==> src/rtl/abl_pkg.sv <==
package abl_pkg;
  typedef enum logic [1:0] {
    MODE_DEMUX = 2'b00,
    MODE_WRITE = 2'b01,
    MODE_CLEAR = 2'b10,
    MODE_HOLD  = 2'b11
  } abl_mode_e;
endpackage

==> src/rtl/abl_rst_sync.sv <==
module abl_rst_sync #(
  parameter int STAGES = 2
) (
  input  logic clk,
  input  logic rst_n,
  output logic rst_sync_n
);
  logic [STAGES-1:0] chain_q;
  logic [STAGES-1:0] chain_d;

  always_comb begin
    chain_d = {chain_q[STAGES-2:0], 1'b1};
  end

  always_ff @(posedge clk or negedge rst_n) begin
    if (!rst_n) chain_q <= '0;
    else        chain_q <= chain_d;
  end

  assign rst_sync_n = chain_q[STAGES-1];
endmodule

==> src/rtl/abl_mode_dec.sv <==
module abl_mode_dec
  import abl_pkg::*;
(
  input  logic      freeze,
  input  logic      retain,
  output abl_mode_e mode
);
  always_comb begin
    unique case ({freeze, retain})
      2'b00:   mode = MODE_DEMUX;
      2'b01:   mode = MODE_WRITE;
      2'b10:   mode = MODE_CLEAR;
      default: mode = MODE_HOLD;
    endcase
  end
endmodule

==> src/rtl/abl_addr_dec.sv <==
module abl_addr_dec #(
  parameter int N  = 8,
  parameter int AW = $clog2(N)
) (
  input  logic [AW-1:0] idx,
  output logic [N-1:0]  sel
);
  for (genvar i = 0; i < N; i++) begin : g_sel
    assign sel[i] = (idx == AW'(i));
  end

  // exactly one cell is targeted for any index
  always_comb begin
    p_sel_onehot_r1: assert ($countones(sel) == 1 || $isunknown(idx))
      else $error("R1: index decode not one-hot");
  end
endmodule

==> src/rtl/abl_bit_cell.sv <==
module abl_bit_cell
  import abl_pkg::*;
(
  input  logic      clk,
  input  logic      rst_n,
  input  abl_mode_e mode,
  input  logic      sel,
  input  logic      din,
  output logic      q
);
  logic en;
  logic nxt;

  always_comb begin
    en  = 1'b1;
    nxt = 1'b0;
    unique case (mode)
      MODE_HOLD:  en = 1'b0;
      MODE_WRITE: begin en = sel; nxt = din; end
      MODE_DEMUX: nxt = sel & din;
      default:    nxt = 1'b0;
    endcase
  end

  always_ff @(posedge clk or negedge rst_n) begin
    if (!rst_n)  q <= 1'b0;
    else if (en) q <= nxt;
  end
endmodule

==> src/rtl/addr_bit_latch.sv <==
module addr_bit_latch
  import abl_pkg::*;
#(
  parameter int N  = 8,
  parameter int AW = $clog2(N)
) (
  input  logic          clk,
  input  logic          rst_n,
  input  logic [AW-1:0] idx,
  input  logic          din,
  input  logic          freeze,
  input  logic          retain,
  output logic [N-1:0]  q
);
  logic      core_rst_n;
  abl_mode_e mode;
  logic [N-1:0] sel;

  // the output count must be a power of two
  initial begin
    p_pow2_r9: assert (N >= 2 && (N & (N - 1)) == 0 && (1 << AW) == N)
      else $error("R9: N must be a power of two and AW its log2");
  end

  abl_rst_sync #(.STAGES(2)) u_rst (
    .clk        (clk),
    .rst_n      (rst_n),
    .rst_sync_n (core_rst_n)
  );

  abl_mode_dec u_mode (
    .freeze (freeze),
    .retain (retain),
    .mode   (mode)
  );

  abl_addr_dec #(.N(N), .AW(AW)) u_addr (
    .idx (idx),
    .sel (sel)
  );

  for (genvar i = 0; i < N; i++) begin : g_cell
    abl_bit_cell u_cell (
      .clk   (clk),
      .rst_n (core_rst_n),
      .mode  (mode),
      .sel   (sel[i]),
      .din   (din),
      .q     (q[i])
    );
  end

  // demultiplex clears the untargeted bits
  p_demux_others_r2: assert property (@(posedge clk) disable iff (!core_rst_n)
    (!freeze && !retain) |=> ((q & ~$past(sel)) == '0))
    else $error("R2: untargeted bit set in demultiplex mode");

  // the indexed bit receives din when writing
  p_target_r1: assert property (@(posedge clk) disable iff (!core_rst_n)
    (!freeze) |=> (q[$past(idx)] == $past(din)))
    else $error("R1: target bit does not hold written data");

  // addressed write keeps the other bits
  p_write_keep_r3: assert property (@(posedge clk) disable iff (!core_rst_n)
    (!freeze && retain) |=> ((q & ~$past(sel)) == ($past(q) & ~$past(sel))))
    else $error("R3: untargeted bit changed in addressed write");

  // hold freezes the bank
  p_hold_stable_r4: assert property (@(posedge clk) disable iff (!core_rst_n)
    (freeze && retain) |=> $stable(q))
    else $error("R4: outputs moved in hold mode");

  // clear empties the bank
  p_clear_r5: assert property (@(posedge clk) disable iff (!core_rst_n)
    (freeze && !retain) |=> (q == '0))
    else $error("R5: outputs not cleared");
endmodule

==> config.mk <==
export PLATFORM = sky130hd
export DESIGN_NAME = addr_bit_latch
export DESIGN_NICKNAME = d
export VERILOG_FILES = /design/src/rtl/abl_pkg.sv /design/src/rtl/abl_rst_sync.sv /design/src/rtl/abl_mode_dec.sv /design/src/rtl/abl_addr_dec.sv /design/src/rtl/abl_bit_cell.sv /design/src/rtl/addr_bit_latch.sv
export SDC_FILE = /design/constraint.sdc
export NUM_CORES = 1
export LEC_CHECK = 0
export BUFFER_PORTS_ARGS = -buffer_cell sky130_fd_sc_hd__buf_2
export CORE_AREA = 4 4 41 43
export CTS_BUF_LIST = sky130_fd_sc_hd__clkbuf_2 sky130_fd_sc_hd__clkbuf_4 sky130_fd_sc_hd__clkbuf_8
export CTS_CLUSTER_DIAMETER = 100
export CTS_CLUSTER_SIZE = 8
export DETAILED_ROUTE_END_ITERATION = 10
export DIE_AREA = 0 0 45 47
export SETUP_SLACK_MARGIN = 0.2
export SYNTH_ARGS = -nofsm -noshare
export SYNTH_HDL_FRONTEND = slang
export SYNTH_SLANG_ARGS = --single-unit
==> constraint.sdc <==
create_clock -name clk -period 0.8 [get_ports clk]
set_input_delay 0.08 -clock clk [delete_from_list [all_inputs] [get_ports clk]]
set_output_delay 0.08 -clock clk [all_outputs]
set_load 0.03 [all_outputs]
## Word level (Yosys, flattened, before mapping)

Index checks and enable logic that the tools add are counted.

| storage, ports and cells | value |
|---|---|
| register bits after elaboration | 10 |
| latch bits | 0 |
| memory bits (writable) | 0 |
| bits in read-only memories | 0 |
| input bits | 8 |
| output and inout bits | 8 |
| word-level logic and storage cells | 48 |
| memories | 0 |

| cells by class | value |
|---|---|
| $add $sub $neg | 0 |
| $mul | 0 |
| divide/modulo/power cells | 0 |
| order comparisons | 0 |
| eq/ne operators | 11 |
| shift operators | 0 |
| muxes and demuxes | 17 |
| bitwise gates (word level) | 8 |
| reductions and logical operators | 3 |

Operator list:

| cell | count |
|---|---|
| case mux 1 bit (2 select lines) | 16 |
| == test 3 bit, second input constant | 4 |
| AND 1 bit | 8 |
| == test 3 x 2 -> 1 bit, second input constant | 2 |
| case mux 2 bit (3 select lines) | 1 |
| == test 2 x 1 -> 1 bit, second input constant | 2 |
| == test 2 bit, second input constant | 2 |
| logical NOT 2 bit | 2 |
| == test 3 x 1 -> 1 bit, second input constant | 1 |
| logical NOT 3 bit | 1 |

## Longest topological paths before layout

Gate-level depths: netlist of the first run.

| depth | value |
|---|---|
| depth after elaboration | 4 |
| mapped depth | 3 |
| depth with buffers taken out | 2 |

## By module

From an unflattened synthesis of the first run, not the netlist that was laid out.

| unflattened totals | value |
|---|---|
| cell total of the unflattened synthesis | 53 |
| area, all modules | 506.7 um^2 |

By module, submodules not included:

| module | instances | cells each | area an instance (um^2) | sequential area each (um^2) |
|---|---|---|---|---|
| abl_bit_cell | 8 | 5 | 47.5 | 25.0 |
| abl_addr_dec | 1 | 8 | 65.1 | 0.0 |
| abl_rst_sync | 1 | 3 | 53.8 | 50.0 |
| abl_mode_dec | 1 | 2 | 7.5 | 0.0 |

## Least setup slack after synthesis of the first run

OpenSTA, ideal clock, no wires.

| path | value |
|---|---|
| kind | input-to-reg |
| start point | input port freeze |
| end point | register g_cell[1].u_cell.q |
| setup time | 0.079 ns |
| data arrival time | 0.619 ns |
| required time | 0.721 ns |
| setup slack | 0.101 ns |
| cell stages on the path | 2 |
| buffers on the path | 0 |
| path through | nor4b_1 -> mux2i_1 |

| on the way | value |
|---|---|
| longest elaborated chain between the ends | 4 |
| elaborated cells on any way between the ends | 9 |
| classes of those cells | 4 x eq/ne; 3 x mux; 2 x reduce/logical |

RTL lines:

| element | RTL line | RTL |
|---|---|---|
| start: declaration | addr_bit_latch.sv:11 | `input logic freeze,` |
| == test 2 bit, or another cell as far along | abl_mode_dec.sv:9 | `unique case ({freeze, retain})` |
| case mux 2 bit (3 select lines) * | abl_mode_dec.sv:9 |  |
| == test 2 x 1 -> 1 bit, or another cell as far along | abl_bit_cell.sv:17 | `unique case (mode)` |
| case mux 1 bit (2 select lines) | abl_bit_cell.sv:17 |  |
| end signal: assignment | abl_bit_cell.sv:27 | `else if (en) q <= nxt;` |
| end: declaration | abl_bit_cell.sv:9 | `output logic q` |

Every way passes the cells marked *; elsewhere a longest branch is shown, timed or not.
A chain may end at the register's enable or synchronous reset.

## Worst setup path after layout of the first run

| path | value |
|---|---|
| start point | register g_cell[3].u_cell.q |
| end point | output port q[3] |

RTL lines:

| element | RTL line | RTL |
|---|---|---|
| start: declaration | abl_bit_cell.sv:9 |  |
| start signal: assignment | abl_bit_cell.sv:27 |  |
| end: declaration | addr_bit_latch.sv:13 | `output logic [N-1:0] q` |

No word-level cell between the ends.

==> metrics.yaml, run 1 <==
synth:
  synth_cell_types: 11
  synthCells: 45
  synth-seq-cells: 10
  syn-cell-area_um2: 510
  synth_area_per_cell_um2: 11.3
  yosysSeqAreaShare: 0.490
  yosys_warnings: 0
  synth_nets: 53
grt:
  gr-total-overflow: 0
  gr-usage-all-layers: 0.114
  grt_pass1_vias: 378
  grt_pass1_wl_um: 1660
  antenna_found_initial: 0
  grt_start_max_net_pins: 9
sta:
  slew_viol_final: 0
  finalCriticalPeriod_ns: 0.886
  fmax_ghz: 1.13
  fin_crit_sh: 1.11
  finClkSkew_ns: 0.00336
  postLayoutSetupSlackWorst_ns: -0.0861
  hold_violations: 0
  fin_hold_ws_ns: 0.120
  rsz0062_at_grt: "yes"
  finalSetupTns_ns: -0.619
  setup_viol: 8
drt:
  drtIter0Drc: 0
  wire_per_inst_um: 13.5
  top_layer_used: "met3"
  firstDrtPassIters: 1
  drtAntennaViolNets: 0
  drc: 0
  vias: 361
  wl_met1_um: 457
  wl_um: 1010
  viasPerCell: 4.81
  wl_met3_um: 64
  wl_met2_um: 488
floorplan:
  die_y_um: 47
  coreArea_mm2: 0.00130
  rows: 13
  initial_utilization: 0.392
  die-area_mm2: 0.00212
  io_pins: 16
  die_w_um: 45
pwr:
  ir_drop_mv: 0.571
  power.density_mw_per_mm2: 1450
  cellLeakagePower_uw: 0.000349
clock_tree:
  cts_tree: "yes"
  clk_latency_ns: 0.26
  cts_sinks: 10
  clk_pin_slew_ns: 0.06
  cts_max_path_buffers: 2
  numCtsBuffers: 3
  clock-root-buffer: "clkbuf_4"
  h-tree-depth: 1
status:
  violations: "negative setup slack"
  status: "complete, but fails checks"
layout:
  drive_gt1_frac: 0.517
  stdcell_count: 75
  diodes: 0
  fillers: 117
  fin_util: 0.570
  finish.net_count: 70
  area_growth_pct: 45.3
run:
  maxCapViolCount: 0
worst_setup_path:
  cp_cell_sequence: "buf_6"
  arrival_ns: 0.81
  crit_required_ns: 0.72
  critPathKind: "flop to output port"
  cpLargestDelayFamily: "flip-flops"
  max_stage_delay_ns: 0.40
  worstPathMaxFanout: 2
  worst-path-buf-inv: 1
  startpoint_type: "flop"
  slowest_stage: "dfrtp_1"
  end_kind: "output port"
placement:
  hpwlAfterDp_um: 681
  placed_cells: 66
  gp_congestion: 0.653
  io_buffers: 15
hold_path:
  hp-class: "primary input to asynchronous set/reset pin"
power breakdown:
| group | leakage (µW) | internal, µW | switching, µW | total, µW |
|---|---|---|---|---|
| logic | 0.000202 | 89.4 | 102 | 192 |
| clock network | 0.0000138 | 173 | 164 | 338 |
| registers | 0.000133 | 525 | 19.0 | 544 |
logic make-up after synthesis:
logic type,Yosys count,share of synthesized area
other,1,0.00735
buffers and inverters,10,0.132
DFF,10,0.490
muxes,8,0.157
and+or+nand+nor,16,0.213
cell usage in the layout, fill, tap and decap left out, types with 2 or more instances in the layout:
cell,n
buf_4,2
and4bb_1,3
buf_6,11
clkbuf_4,3
nand2_1,4
dfrtp_1,10
buf_2,7
nor4b_4,3
mux2i_1,8
nand2_2,4
stage by stage:
stage / total power (µW) / area [µm²] / setup slack [ns]
after global routing: 1140 / 742 / -0.125
after CTS: 1080 / 716 / -0.0939
final: 1070 / 742 / -0.0861
after floorplan: 648 / 571 / 0.196
after detailed placement: 703 / 601 / -0.0737
after global placement: 701 / 601 / -0.0795
layout make-up:
type                       count  area (µm²)  area share
inverter                       1        3.75     0.00506
multi-input combinational     25         263       0.354
clock buffer                   3        22.5      0.0304
timing repair buffer          21         184       0.248
sequential                    10         250       0.337
tap                           15        18.8      0.0253
layer usage:
metal,vias up,GRT usage
li1,180,-
met1,168,0.136
met2,13,0.169
met3,0,0.0690
met4,0,0.0351
met5,-,0
Yosys cell counts (all sizes together):
cell	instances	area (µm²)
and4bb	3	37.5
buf	8	60.1
clkbuf	1	3.75
conb	1	3.75
dfrtp	10	250
inv	1	3.75
mux2i	8	80.1
nand2	8	30.0
nand4b	1	8.76
nor4	1	6.26
nor4b	3	26.3
flip-flops by register name, indices dropped and copies added (netlist names):
name,flops
g_cell.u_cell.q,8
u_rst.chain_q,2
path summary, 6_finish.rpt:
| path | startpoint | endpoint | slack (ns) | cells past startpoint |
|---|---|---|---|---|
| worst min register to register | u_rst.chain_q[1] | g_cell[3].u_cell.q | 0.13 | 0 |
| worst max-delay path | g_cell[3].u_cell.q | q[3] | -0.09 | 1 |
| worst max register to register | g_cell[5].u_cell.q | g_cell[5].u_cell.q | 0.04 | 3 |
| max in group asynchronous | u_rst.chain_q[1] | g_cell[1].u_cell.q | 0.42 | 0 |
| worst min-delay path | rst_n | u_rst.chain_q[1] | 0.12 | 2 |
| min in group clk | retain | g_cell[0].u_cell.q | 0.14 | 3 |
what timing repair did:
action | 4_1_cts | 5_1_grt
buffers inserted | 4 | 1
resized for setup | 17 | 6
hold buffers | 1 | 0
pin swaps | 2 | 0
cloned | 0 | 0
endpoints found under the hold margin | 2 | 0
endpoints found under the setup margin | 16 | 16
Note: power is estimated with default switching activity, not from simulation.
==> run 2: changes to the inputs <==
BUFFER_PORTS_ARGS = -buffer_cell sky130_fd_sc_hd__buf_4   (was -buffer_cell sky130_fd_sc_hd__buf_2)
CORE_AREA = 5 5 42 44   (was 4 4 41 43)
DIE_AREA = 0 0 47 49   (was 0 0 45 47)
==> run 2 against run 1 <==
The run still ends with negative setup slack left. Critical path type unchanged. Flip-flop and latch count unchanged. Critical endpoint unchanged. Design area grew 4.9%. Power rose by 12%. Die area grew 8.9%.
==> metrics.yaml, run 2 (synthesis gave the netlist of run 1 again) <==
floorplan:
  initial_utilization: 0.364  # -0.0280
  die-area_mm2: 0.00230  # +8.9%
  io_pins: 16  # unchanged
  rows: 14  # +1
  die_y_um: 49  # +4.3%
  die_w_um: 47  # +4.4%
  coreArea_mm2: 0.00140  # +7.7%
layout:
  largest_reg_flops: 8  # unchanged
  final_common_cell: "buf_6"
  drive_gt1_frac: 0.525  # +0.00792
  regMostFlops: "g_cell.u_cell.q"
  finish.net_count: 70  # unchanged
  fin_util: 0.555  # -0.0148
  biggestRegsByFlops: "g_cell.u_cell.q: 8 flops, u_rst.chain_q: 2 flops"
  diodes: 0  # unchanged
  stdcell_count: 77  # +2.7%
  fillers: 121  # +3.4%
  area_growth_pct: 52.5
  final_cell_mix: "buf_6 (12), dfrtp_1 (10), mux2i_1 (8), buf_4 (8)"
  final_area_um2: 778  # +4.9%
drt:
  wl_um: 995  # -1.5%
  drc: 0  # unchanged
  wire_per_inst_um: 12.9  # -4.0%
  viasPerCell: 4.81  # -0.17%
  drtIter0Drc: 1  # +1
  firstDrtPassIters: 2  # +1
  vias: 370  # +2.5%
  drtAntennaViolNets: 0  # unchanged
clock_tree:
  cts_max_path_buffers: 2  # unchanged
  h-tree-depth: 1  # unchanged
  clk_latency_ns: 0.27  # about the same
  cts_sinks: 10  # unchanged
  clock-root-buffer: "clkbuf_4"
  clk_pin_slew_ns: 0.07  # about the same
  cts_tree: "yes"
  numCtsBuffers: 3  # unchanged
worst_setup_path:
  max_stage_delay_ns: 0.40  # about the same
  crit_required_ns: 0.72  # about the same
  worstPathMaxFanout: 2  # unchanged
  critPathKind: "flop to output port"
  reg2reg_slack_ns: 0.03  # about the same
  worst-path-buf-inv: 1  # unchanged
  slowest_stage: "dfrtp_1"
  end_kind: "output port"
  startpoint_type: "flop"
  arrival_ns: 0.82  # about the same
  cpLargestDelayFamily: "flip-flops"
  cp_cell_sequence: "buf_6"
status:
  violations: "negative setup slack"
  status: "complete, but fails checks"
placement:
  place_area_um2: 639  # +6.5%
  io_buffers: 15  # unchanged
  hpwlAfterDp_um: 699  # +2.7%
  pre_cts_slack_ns: -0.0427  # +0.0309 ns
  gp_congestion: 0.652  # -0.23%
  placed_cells: 67  # +1.5%
grt:
  grt_pass1_vias: 389  # +2.9%
  grt_start_max_net_pins: 9  # unchanged
  grt_util_met2: 0.156  # -0.0134
  grt_pass1_wl_um: 1660  # +0.36%
  grt_use_met1: 0.123  # -0.0137
  gr-total-overflow: 0  # unchanged
  use_met3: 0.0554  # -0.0136
  grt.busiest_layer: "met2"
  antenna_found_initial: 0  # unchanged
  gr-usage-all-layers: 0.102  # -0.0110
sta:
  postLayoutSetupSlackWorst_ns: -0.0990  # -0.0129 ns
  fmax_ghz: 1.11  # -1.4%
  fin_crit_sh: 1.12  # +0.0162
  finClkSkew_ns: 0.0117  # +0.00832 ns
  hold_violations: 0  # unchanged
  slew_viol_final: 0  # unchanged
  setup_viol: 8  # unchanged
  rsz0062_at_grt: "yes"
  finalCriticalPeriod_ns: 0.899  # +0.0129 ns
hold_path:
  hp-class: "primary input to flop"
pwr:
  power.density_mw_per_mm2: 1540  # +6.6%
  finalPower_uw: 1200  # +12%
  cellLeakagePower_uw: 0.000363  # +4.1%
  ir_drop_mv: 1.16  # +100%
run:
  maxCapViolCount: 0  # unchanged
-- run 2: cell count changes in the layout (fill, tap and decap cells not counted) --
cell	previous run	this run
buf_4	2	8
buf_6	11	12
buf_2	7	0
clkbuf_8	0	1
-- run 2: layout make-up --
type,instances,area (µm²),area share
sequential,10,250,0.322
timing repair buffer,21,205,0.264
tap,16,20.0,0.0257
inverter,1,3.75,0.00482
multi-input combinational,25,263,0.338
clock buffer,4,36.3,0.0466
-- run 2: routing by layer --
layer  wire length [µm]  up-vias
li1                   -      180
met1                374      177
met2                539       11
met3                 73        2
met4                  8        0
met5                  0        -
-- run 2: power breakdown --
part	total [µW]	leakage, µW	internal [µW]	switching, µW
sequential	545	0.000133	525	20.0
clock	453	0.0000210	276	177
combinational	202	0.000209	100	102
total	1200	0.000363	901	299
-- run 2: worst paths after layout --
check	start	end	depth (start not counted)
worst max-delay path	g_cell[3].u_cell.q	q[3]	1
worst min-delay path	retain	g_cell[6].u_cell.q	3
worst max register to register	g_cell[5].u_cell.q	g_cell[5].u_cell.q	3
worst min register to register	u_rst.chain_q[1]	g_cell[0].u_cell.q	0
max in group asynchronous	u_rst.chain_q[1]	g_cell[1].u_cell.q	0
min in group asynchronous	rst_n	u_rst.chain_q[1]	2
-- run 2: repair_timing --
action	4_1_cts	5_1_grt
pin swaps	5	0
hold buffers	1	0
cloned	0	0
resized for setup	10	6
endpoints found under the setup margin	16	16
setup buffers	3	2
hold endpoints to repair	2	0
-- run 2: per-stage QoR --
stage          setup TNS, ns  hold slack [ns]
2_1_floorplan              0           -0.216
3_3_place_gp         -0.0963           -0.136
3_5_place_dp          -0.145           -0.136
4_1_cts               -0.752           0.0992
5_1_grt               -0.971            0.121
6_report              -0.711            0.109
